`src/rtl/sad_pkg.sv`:
```
package sad_pkg;

  localparam int DIV_W = 5;

  typedef enum logic [1:0] {
    RATIO_NONE = 2'd0,
    RATIO_256  = 2'd1,
    RATIO_384  = 2'd2,
    RATIO_512  = 2'd3
  } ratio_e;

  // master clock cycles per serial bit, by detected ratio and framing
  function automatic logic [DIV_W-1:0] bit_period(input ratio_e r, input logic i2s);
    logic [DIV_W-1:0] d;
    case (r)
      RATIO_256: d = i2s ? DIV_W'(8) : DIV_W'(4);
      RATIO_384: d = DIV_W'(8);
      RATIO_512: d = i2s ? DIV_W'(16) : DIV_W'(8);
      default:   d = DIV_W'(8);
    endcase
    return d;
  endfunction

endpackage

```
`src/rtl/sad_ratio_det.sv`:
```
module sad_ratio_det
  import sad_pkg::*;
#(
  parameter int BASE_RATIO = 256
) (
  input  logic   clk,
  input  logic   rst,
  input  logic   lr_rise,
  output ratio_e ratio,
  output logic   locked
);

  localparam int R_LO  = BASE_RATIO;
  localparam int R_MID = (BASE_RATIO * 3) / 2;
  localparam int R_HI  = BASE_RATIO * 2;
  localparam int CNT_W = $clog2(R_HI) + 1;

  logic [CNT_W-1:0] cnt;
  logic [CNT_W-1:0] meas;
  logic             seen;

  assign meas = cnt + CNT_W'(1);

  always_ff @(posedge clk) begin
    if (rst) begin
      cnt    <= '0;
      seen   <= 1'b0;
      ratio  <= RATIO_NONE;
      locked <= 1'b0;
    end else if (lr_rise) begin
      cnt  <= '0;
      seen <= 1'b1;
      if (seen) begin
        if (meas == CNT_W'(R_LO)) begin
          ratio  <= RATIO_256;
          locked <= 1'b1;
        end else if (meas == CNT_W'(R_MID)) begin
          ratio  <= RATIO_384;
          locked <= 1'b1;
        end else if (meas == CNT_W'(R_HI)) begin
          ratio  <= RATIO_512;
          locked <= 1'b1;
        end else begin
          ratio  <= RATIO_NONE;
          locked <= 1'b0;
        end
      end
    end else if (cnt != '1) begin
      cnt <= cnt + CNT_W'(1);
    end
  end

  AST_LOCK_AT_RISE: assert property (@(posedge clk) disable iff (rst)
    $rose(locked) |-> $past(lr_rise));

endmodule

```
`src/rtl/sad_bitclk.sv`:
```
module sad_bitclk
  import sad_pkg::*;
(
  input  logic   clk,
  input  logic   rst,
  input  logic   ext_mode,
  input  logic   i2s,
  input  logic   locked,
  input  ratio_e ratio,
  input  logic   lr_edge,
  input  logic   sclk_rise,
  output logic   tick,
  output logic   sclk_q
);

  logic [DIV_W-1:0] div;
  logic [DIV_W-1:0] half;
  logic [DIV_W-1:0] phase;
  logic             in_high;

  assign div  = bit_period(ratio, i2s);
  assign half = div >> 1;

  // phase restarts at every word-select edge so bit slots line up with it
  always_ff @(posedge clk) begin
    if (rst || lr_edge) begin
      phase <= '0;
    end else if (phase >= div - DIV_W'(1)) begin
      phase <= '0;
    end else begin
      phase <= phase + DIV_W'(1);
    end
  end

  assign in_high = (phase >= half - DIV_W'(1)) && (phase < div - DIV_W'(1));

  assign tick = ext_mode ? sclk_rise : (locked && (phase == half - DIV_W'(1)));

  always_ff @(posedge clk) begin
    if (rst) begin
      sclk_q <= 1'b0;
    end else begin
      sclk_q <= !ext_mode && locked && in_high;
    end
  end

  AST_TICK_ISOLATED: assert property (@(posedge clk) disable iff (rst)
    tick |=> !tick);

  AST_SCLK_IDLE_UNLOCKED: assert property (@(posedge clk) disable iff (rst)
    (!ext_mode && !locked) |=> !sclk_q);

endmodule

```
`src/rtl/sad_frame_rx.sv`:
```
module sad_frame_rx #(
  parameter int LONG_W  = 18,
  parameter int SHORT_W = 16
) (
  input  logic              clk,
  input  logic              rst,
  input  logic              i2s,
  input  logic              tick,
  input  logic              sd,
  input  logic              lr_edge,
  input  logic              lr_lvl,
  output logic              word_valid,
  output logic              word_right,
  output logic [LONG_W-1:0] word
);

  localparam int NB_W  = $clog2(LONG_W + 1);
  localparam int GOT_W = $clog2(SHORT_W);
  localparam int PAD_W = LONG_W - SHORT_W;

  logic [LONG_W-1:0] shreg;
  logic [NB_W-1:0]   nbits;
  logic [GOT_W-1:0]  got;
  logic              skip_pend;
  logic              active;
  logic              act_right;
  logic              next_right;

  always_ff @(posedge clk) begin
    if (rst) begin
      shreg      <= '0;
      nbits      <= '0;
      got        <= '0;
      skip_pend  <= 1'b0;
      active     <= 1'b0;
      act_right  <= 1'b0;
      next_right <= 1'b0;
      word_valid <= 1'b0;
      word_right <= 1'b0;
      word       <= '0;
    end else begin
      word_valid <= 1'b0;
      if (!i2s) begin
        // right-justified: keep the newest LONG_W bits, release at the edge
        active    <= 1'b0;
        skip_pend <= 1'b0;
        if (lr_edge) begin
          if (nbits == NB_W'(LONG_W)) begin
            word_valid <= 1'b1;
            word       <= shreg;
            word_right <= lr_lvl;   // rising edge ends the low (right) half
          end
          nbits <= '0;
        end else if (tick) begin
          shreg <= {shreg[LONG_W-2:0], sd};
          if (nbits != NB_W'(LONG_W)) begin
            nbits <= nbits + NB_W'(1);
          end
        end
      end else begin
        // I2S: skip one slot after the edge, then take SHORT_W bits
        nbits <= '0;
        if (lr_edge) begin
          skip_pend  <= 1'b1;
          next_right <= lr_lvl;     // high level carries the right word
        end else if (tick) begin
          if (active) begin
            shreg <= {shreg[LONG_W-2:0], sd};
            if (got == GOT_W'(SHORT_W - 1)) begin
              word_valid <= 1'b1;
              word_right <= act_right;
              word       <= {shreg[SHORT_W-2:0], sd, {PAD_W{1'b0}}};
              active     <= 1'b0;
            end else begin
              got <= got + GOT_W'(1);
            end
          end
          if (skip_pend) begin
            skip_pend <= 1'b0;
            active    <= 1'b1;
            got       <= '0;
            act_right <= next_right;
          end
        end
      end
    end
  end

  AST_WORD_PULSE: assert property (@(posedge clk) disable iff (rst)
    word_valid |=> !word_valid);

endmodule

```
`src/rtl/audio_serial_rx.sv`:
```
module audio_serial_rx
  import sad_pkg::*;
#(
  parameter int SAMPLE_W    = 18,
  parameter int SHORT_W     = 16,
  parameter int SYNC_STAGES = 2,
  parameter int BASE_RATIO  = 256
) (
  input  logic                clk,
  input  logic                rst,
  input  logic                fmt_i2s,
  input  logic                use_ext_sclk,
  input  logic                lrck_in,
  input  logic                sclk_in,
  input  logic                sdata_in,
  output logic                sclk_out,
  output logic [SAMPLE_W-1:0] left_out,
  output logic [SAMPLE_W-1:0] right_out,
  output logic                sample_valid
);

  localparam int N_IN = 3;
  localparam int TOP  = SYNC_STAGES - 1;

  logic [N_IN-1:0]                  raw;
  logic [N_IN-1:0][SYNC_STAGES-1:0] sync_q;
  logic                             lr_s, sc_s, sd_s;
  logic                             lr_d, sc_d;
  logic                             lr_edge, lr_rise, sclk_rise;

  assign raw = {lrck_in, sclk_in, sdata_in};

  always_ff @(posedge clk) begin
    if (rst) begin
      sync_q <= '0;
      lr_d   <= 1'b0;
      sc_d   <= 1'b0;
    end else begin
      for (int i = 0; i < N_IN; i++) begin
        sync_q[i] <= {sync_q[i][SYNC_STAGES-2:0], raw[i]};
      end
      lr_d <= lr_s;
      sc_d <= sc_s;
    end
  end

  assign lr_s      = sync_q[2][TOP];
  assign sc_s      = sync_q[1][TOP];
  assign sd_s      = sync_q[0][TOP];
  assign lr_edge   = lr_s ^ lr_d;
  assign lr_rise   = lr_s & ~lr_d;
  assign sclk_rise = sc_s & ~sc_d;

  ratio_e              ratio;
  logic                locked;
  logic                tick;
  logic                word_valid, word_right;
  logic [SAMPLE_W-1:0] word;

  sad_ratio_det #(.BASE_RATIO(BASE_RATIO)) u_ratio (
    .clk     (clk),
    .rst     (rst),
    .lr_rise (lr_rise),
    .ratio   (ratio),
    .locked  (locked)
  );

  sad_bitclk u_bitclk (
    .clk       (clk),
    .rst       (rst),
    .ext_mode  (use_ext_sclk),
    .i2s       (fmt_i2s),
    .locked    (locked),
    .ratio     (ratio),
    .lr_edge   (lr_edge),
    .sclk_rise (sclk_rise),
    .tick      (tick),
    .sclk_q    (sclk_out)
  );

  sad_frame_rx #(.LONG_W(SAMPLE_W), .SHORT_W(SHORT_W)) u_frame (
    .clk        (clk),
    .rst        (rst),
    .i2s        (fmt_i2s),
    .tick       (tick),
    .sd         (sd_s),
    .lr_edge    (lr_edge),
    .lr_lvl     (lr_s),
    .word_valid (word_valid),
    .word_right (word_right),
    .word       (word)
  );

  logic [SAMPLE_W-1:0] left_hold;
  logic                left_ok;

  always_ff @(posedge clk) begin
    if (rst) begin
      left_hold    <= '0;
      left_ok      <= 1'b0;
      left_out     <= '0;
      right_out    <= '0;
      sample_valid <= 1'b0;
    end else begin
      sample_valid <= 1'b0;
      if (word_valid) begin
        if (!word_right) begin
          left_hold <= word;
          left_ok   <= 1'b1;
        end else if (left_ok) begin
          left_out     <= left_hold;
          right_out    <= word;
          sample_valid <= 1'b1;
          left_ok      <= 1'b0;
        end
      end
    end
  end

  AST_OUT_HELD: assert property (@(posedge clk) disable iff (rst)
    !sample_valid |-> ($stable(left_out) && $stable(right_out)));

  AST_VALID_SINGLE: assert property (@(posedge clk) disable iff (rst)
    sample_valid |=> !sample_valid);

endmodule

```
`config.mk`:
```
export PLATFORM = sky130hd
export DESIGN_NAME = audio_serial_rx
export DESIGN_NICKNAME = d
export VERILOG_FILES = /design/src/rtl/sad_pkg.sv /design/src/rtl/sad_ratio_det.sv /design/src/rtl/sad_bitclk.sv /design/src/rtl/sad_frame_rx.sv /design/src/rtl/audio_serial_rx.sv
export SDC_FILE = /design/constraint.sdc
export NUM_CORES = 1
export LEC_CHECK = 0
export BUFFER_PORTS_ARGS = -buffer_cell sky130_fd_sc_hd__buf_2
export CORE_UTILIZATION = 25
export DETAILED_ROUTE_END_ITERATION = 8
export GPL_TIMING_DRIVEN = 0
export SETUP_SLACK_MARGIN = 0.05
export SLEW_MARGIN = 20
export SYNTH_ARGS = -nofsm -noshare
export SYNTH_HDL_FRONTEND = slang
export SYNTH_SLANG_ARGS = --single-unit
```
`constraint.sdc`:
```
create_clock -name clk -period 3.5 [get_ports clk]
set_input_delay 0.7 -clock clk [delete_from_list [all_inputs] [get_ports clk]]
set_output_delay 0.7 -clock clk [all_outputs]
set_load 0.02 [all_outputs]
```
==> flow_metrics.env, run 1 <==
export IMPL_grt_ovfl_total=0
export IMPL_max_freq_mhz=321.0
export IMPL_dieArea_um2=22120
export IMPL_postRouteAntennaNets=0
export IMPL_synth_cell_types=52
export IMPL_clkPwrFrac=0.540
export IMPL_fin_nets=681
export IMPL_critPathSlowestCell="clkbuf_1"
export IMPL_rsz0062_at_grt="no"
export IMPL_finalSetupViolCount=0
export IMPL_yosysTopAreaCell="dfxtp_1"
export IMPL_grt_max_degree=17
export IMPL_ctsResizeCount=0
export IMPL_cts_setup_buffers=0
export IMPL_grt_pass1_vias=3949
export IMPL_die_w_um=148.7
export IMPL_post_drt_via_cell_ratio=4.391
export IMPL_cts_hold_buf=0
export IMPL_syn_inst=600
export IMPL_p_per_area_nw_per_um2=546.1
export IMPL_arrival_ns=3.41
export IMPL_p_seq_frac=0.433
export IMPL_cp_buffers_inverters=6
export IMPL_cpLargestDelayFamily="buffers and inverters"
export IMPL_maxCapViolCount=0
export IMPL_critical_path_cell_chain="buf_2 -> clkbuf_8 -> clkbuf_1 -> nand3_1 -> ha_1 -> nand3b_1 -> o31ai_2 -> buf_6 -> nand3_1 -> buf_4 -> buf_6 -> mux2i_1 -> nor2_1"
export IMPL_antenna_found_initial=0
export IMPL_synth_top_cells_by_area="dfxtp_1, nand2_1, mux2i_1"
export IMPL_p_comb_frac=0.027
export IMPL_synth_async_reset_ratio=0
export IMPL_cts_root_buffer="clkbuf_16"
export IMPL_grtUsageTotal=0.1163
export IMPL_hold_viol_final=0
export IMPL_wl_per_cell_um=12.52
export IMPL_dp_cells=918
export IMPL_worst_slew_pin_slew_ns=0.6930
export IMPL_htreeDepth=4
export IMPL_cts_max_path_buffers=2
export IMPL_grt_pass1_wl_mm=19.85
export IMPL_synthFlopType="dfxtp_1"
export IMPL_start_util=0.2552
export IMPL_cts_made_buffers=17
export IMPL_yosysSeqAreaShare=0.5022
export IMPL_die_h_um=148.7
export IMPL_outcome="finished, final reports clean"
export IMPL_vdd_ir_drop_max_mv=0.3293
export IMPL_drc=0
export IMPL_min_delay_path_class="flop to flop"
export IMPL_coreArea_um2=21090
export IMPL_end_kind="flop"
export IMPL_insertion_delay_ns=0.42
export IMPL_ys_warn_count=0
export IMPL_period_needed_ns=3.115
export IMPL_syn_nets=619
export IMPL_switching_power_w=0.0007713
export IMPL_cts_tree="built"
export IMPL_internal_power_w=0.002825
export IMPL_port_buffers=43
export IMPL_cts_sinks=135
export IMPL_swShare=0.2145
export IMPL_wirelength_mm=11.89
export IMPL_area_delta_synth_final_pct=22.39
export IMPL_synth_edf_count=0
export IMPL_worst_ep_required_time_ns=3.79
export IMPL_n_antenna_cell=0
export IMPL_yosysTopAreaCellShare=0.5022
export IMPL_clk_pin_slew_ns=0.06
export IMPL_slowest_delay_ns=0.54
export IMPL_critPathKind="input port to flop"
export IMPL_dr_pass1_iters=4
export IMPL_total_power_w=0.003597
export IMPL_rows=53
export IMPL_layout_drive_gt1_share=0.1496
export IMPL_dp_hpwl_mm=8.508
export IMPL_final_cell_count_no_fill=950
export IMPL_slew_violations=0
export IMPL_vias=4171
export IMPL_fin_skew_ns=0.008238
export IMPL_cp_max_fo=10
export IMPL_p_leak_nw=2.611
export IMPL_mappedNetlistArea_um2=5381
export IMPL_avgSynthCellArea_um2=8.969
export IMPL_ios=45
export IMPL_relSlewSlack=0.5380
export IMPL_synth_seq_cells=135
export IMPL_setup_tns_ns=0
export IMPL_place_gp_congestion=0.7911
export IMPL_worstSetupStartpointType="input port"
export IMPL_finalCritPeriodShare=0.8901
export IMPL_first_iter_violations=194
-- area by class of cell --
| cell class | instances | area (µm²) |
|---|---|---|
| clock buffers | 19 | 452.9 |
| flip-flops and latches | 135 | 2703 |
| multi-input cells | 422 | 2454 |
| repair buffers | 43 | 215.2 |
| inverters | 6 | 22.52 |
| well taps | 275 | 344.1 |
| clock inverters | 13 | 192.7 |
| fillers | 2259 | 14500 |
| plain buffers | 37 | 202.7 |
-- stage by stage --
stage | utilization | worst slack [ns] | hold slack [ns] | cell area, µm²
6_report | 0.3123 | 0.3846 | 0.4300 | 6586
5_1_grt | 0.3123 | 0.1260 | 0.4543 | 6586
4_1_cts | 0.3123 | 0.3998 | 0.4343 | 6586
3_5_place_dp | 0.2817 | -0.01983 | 0.4204 | 5941
3_3_place_gp | 0.2817 | -0.001315 | 0.4175 | 5941
2_1_floorplan | - | 0.6461 | 0.4138 | 5381
-- layout by cell type (no fill, tap or decap), types with 3 or more instances in the layout --
master,synthesis,final
dfxtp_1,135,135
clkbuf_16,0,17
bufinv_16,0,4
nand2_1,123,123
buf_4,4,4
nor3_1,3,3
and4b_1,3,3
a21oi_1,70,70
mux2i_1,40,40
clkbuf_1,22,22
nor2_1,59,59
o21ai_0,5,5
inv_6,0,3
ha_1,12,12
xnor2_1,8,8
a31o_2,3,3
nand3_1,12,12
or2_2,3,3
inv_1,6,6
buf_1,3,3
nor2b_1,10,10
clkbuf_8,3,5
nand4_1,7,7
buf_2,3,46
nand2b_1,5,5
xor2_1,5,5
a211oi_1,18,18
a31oi_1,3,3
-- state kept, by name, summed over array words and instances, names as in the netlist, 5 cells and up --
signal,count
u_frame.shreg,18
left_out,18
left_hold,18
u_ratio.cnt,10
right_out,18
u_frame.word,18
u_frame.nbits,5
u_bitclk.phase,5
-- synthesized netlist by cell type (all sizes together) (2+ instances only) --
cell    instances
dfxtp         135
nor2b          10
a31o            3
xor2            5
nor4            2
a211o           2
and4b           3
mux2i          40
a211oi         18
or3             2
nand3          12
o21a            2
clkbuf         25
xnor2           8
o21ai           5
nand4           7
inv             6
a22oi           2
or2             3
nor3            4
ha             12
nand2         123
nand3b          2
or4             2
or3b            3
a21oi          70
nand2b          6
buf            12
nor2           59
a31oi           3
-- per-layer routing --
layer,track usage,vias to the layer above,part of all wire,wire (µm)
met5,0,-,0,0
met4,0.05412,0,0.017,204
met3,0.03037,13,0.029,344
met2,0.1853,55,0.45,5327
met1,0.1461,1931,0.51,6013
li1,-,2172,-,-
-- kinds of logic after synthesis --
group / after synthesis / synth area share
adder cells (fa/ha/maj): 12 / 0.02790
buffers and inverters: 43 / 0.04185
other: 1 / 0.0006968
XOR/XNOR: 13 / 0.02116
multiplexers: 40 / 0.07440
AO/OA/AOI/OAI: 111 / 0.1221
AND/OR/NAND/NOR: 245 / 0.2097
flip-flops: 135 / 0.5022
-- power by group through the flow --
stage	logic [W]	registers, W	clock network, W
detailed placement	0.0000968	0.00159	0
floorplan	0.0000715	0.00159	0
finish	0.0000959	0.00156	0.00194
CTS	0.0000973	0.00156	0.00199
global route	0.000107	0.00156	0.00206
global placement	0.0000962	0.00159	0
-- final timing paths --
path / start / to / slack, ns / depth (start not counted)
max reg2reg: u_ratio.ratio[0]$_SDFFE_PP0P_ / u_bitclk.phase[3]$_SDFF_PP0_ / 1.29 / 6
max: fmt_i2s / u_frame.shreg[10]$_SDFFE_PP0P_ / 0.38 / 13
min reg2reg: sync_q[4]$_SDFF_PP0_ / lr_s$_SDFF_PP0_ / 0.43 / 1
min: sync_q[4]$_SDFF_PP0_ / lr_s$_SDFF_PP0_ / 0.43 / 1
Power figures use the tool's default switching activity.
==> run 2, diff against run 1 <==
GPL_TIMING_DRIVEN = not set   (was 0)
==> run 2 against run 1 <==
  * Clock-buffer cell count down 2
  * Hold slack better by 0.0077 ns
  * Worst setup slack better by 0.75 ns
  * Wire length down 8.6%
  * Highest routed layer unchanged
==> flow_metrics.env, run 2 (synthesis gave the netlist of run 1 again) <==
export IMPL_worst_ep_required_time_ns=3.82
export IMPL_postRouteAntennaNets=0
export IMPL_cts_tree="built"
export IMPL_rsz0062_at_grt="no"
export IMPL_fin_nets=652
export IMPL_dr_pass1_iters=4
export IMPL_min_delay_path_class="flop to flop"
export IMPL_globalRoute_busiestLayer="met2"
export IMPL_placed_area_um2=5798
export IMPL_coreArea_um2=21090
export IMPL_period_needed_ns=2.368
export IMPL_fin_skew_ns=0.01750
export IMPL_hold_ws_ns=0.4378
export IMPL_grt_use_met1=0.1313
export IMPL_grtUsageTotal=0.1058
export IMPL_grt_ovfl_total=0
export IMPL_mostFrequentLayoutCells="dfxtp_1, nand2_1, a21oi_1"
export IMPL_worst_slew_pin_slew_ns=0.7032
export IMPL_first_iter_violations=160
export IMPL_arrival_ns=2.69
export IMPL_finalSetupViolCount=0
export IMPL_cts_root_buffer="clkbuf_16"
export IMPL_dieArea_um2=22120
export IMPL_ctsResizeCount=0
export IMPL_insertion_delay_ns=0.42
export IMPL_critical_path_cell_chain="buf_2 -> nor3b_1 -> ha_1 -> nand2_1 -> o31ai_2 -> buf_4 -> a31o_2 -> nor2_1 -> a211oi_1"
export IMPL_grt_pass1_wl_mm=18.55
export IMPL_cts_made_buffers=17
export IMPL_cts_max_path_buffers=2
export IMPL_grt_pass1_vias=3866
export IMPL_n_antenna_cell=0
export IMPL_vias=4097
export IMPL_cts_setup_buffers=0
export IMPL_cts_hold_buf=0
export IMPL_die_h_um=148.7
export IMPL_critPathKind="input port to flop"
export IMPL_critPathSlowestCell="a31o_2"
export IMPL_outcome="finished, final reports clean"
export IMPL_grt_max_degree=63
export IMPL_start_util=0.2552
export IMPL_relSlewSlack=0.5312
export IMPL_cts_sinks=135
export IMPL_maxCapViolCount=0
export IMPL_die_w_um=148.7
export IMPL_p_leak_nw=2.511
export IMPL_end_kind="flop"
export IMPL_final_common_cell="dfxtp_1"
export IMPL_place_gp_congestion=0.7772
export IMPL_antenna_found_initial=0
export IMPL_setup_tns_ns=0
export IMPL_post_drt_via_cell_ratio=4.448
export IMPL_dp_hpwl_mm=7.338
export IMPL_slew_violations=0
export IMPL_htreeDepth=4
export IMPL_nFillCells=2234
export IMPL_worstSetupStartpointType="input port"
export IMPL_ios=45
export IMPL_slowest_delay_ns=0.58
export IMPL_drc=0
export IMPL_clk_pin_slew_ns=0.06
export IMPL_wl_per_cell_um=11.79
export IMPL_finalCritPeriodShare=0.6766
export IMPL_rows=53
export IMPL_area_delta_synth_final_pct=18.67
export IMPL_p_per_area_nw_per_um2=531.1
export IMPL_vdd_ir_drop_max_mv=0.2634
export IMPL_fin_area_um2=6386
export IMPL_wirelength_mm=10.86
export IMPL_max_freq_mhz=422.3
export IMPL_globalRouteMet3Util=0.03160
export IMPL_port_buffers=44
export IMPL_layout_drive_gt1_share=0.1502
export IMPL_globalRouteMet2Util=0.1694
export IMPL_hold_viol_final=0
export IMPL_cp_max_fo=34
## run 2: cell types whose count changed in the layout (fill, tap and decap cells not counted), sizes merged
| cell | change |
|---|---|
| inv | +3 |
| bufinv | -3 |
| clkinvlp | +3 |
| clkbuf | -27 |
| clkinv | -1 |
| buf | -4 |
## run 2: path summary, 6_finish.rpt
| path | from | end | slack (ns) | cells past startpoint |
|---|---|---|---|---|
| max | fmt_i2s | u_frame.word[8]$_SDFFE_PP0P_ | 1.13 | 9 |
| min | sync_q[0]$_SDFF_PP0_ | sd_s$_SDFF_PP0_ | 0.44 | 1 |
| max reg2reg | u_ratio.ratio[0]$_SDFFE_PP0P_ | u_frame.word[8]$_SDFFE_PP0P_ | 1.14 | 8 |
| min reg2reg | sync_q[0]$_SDFF_PP0_ | sd_s$_SDFF_PP0_ | 0.44 | 1 |
## run 2: stage by stage
step	power [W]	cells	util	setup slack, ns
after floorplan	0.001661	600	-	0.6461
after global placement	0.001677	889	0.2750	0.7528
after detailed placement	0.001678	889	0.2750	0.7239
after CTS	0.003437	921	0.3028	1.156
after global routing	0.003536	921	0.3028	0.8436
final	0.003392	921	0.3028	1.132
## run 2: final cells by class
type	count	area [µm²]	share of cell area
inverter	6	22.52	0.003527
timing repair buffer	51	275.3	0.04310
tap	275	344.1	0.05388
clock inverter	15	162.7	0.02547
clock buffer	17	425.4	0.06661
sequential	135	2703	0.4232
multi-input combinational	422	2454	0.3842
## run 2: per-layer routing
metal	part of all wire	vias to the layer above	wire, µm
met4	0.0089	0	97
met3	0.026	4	280
li1	-	2123	-
met1	0.49	1911	5316
met2	0.48	59	5168
met5	0	-	0
## run 2: critical path: cells and delay by family
kind | cells | cell delay [ns]
compound gates | 3 | 1.06
simple gates | 3 | 0.41
fa+ha+maj | 1 | 0.18
buf+inv | 2 | 0.33
## run 2: where the power goes
part	switching (W)	leakage, nW	total, W	internal (W)
Combinational	0.0000541	1.15	0.0000843	0.0000302
Clock	0.000742	0.276	0.00175	0.00101
Sequential	0.0000111	1.09	0.00156	0.00155
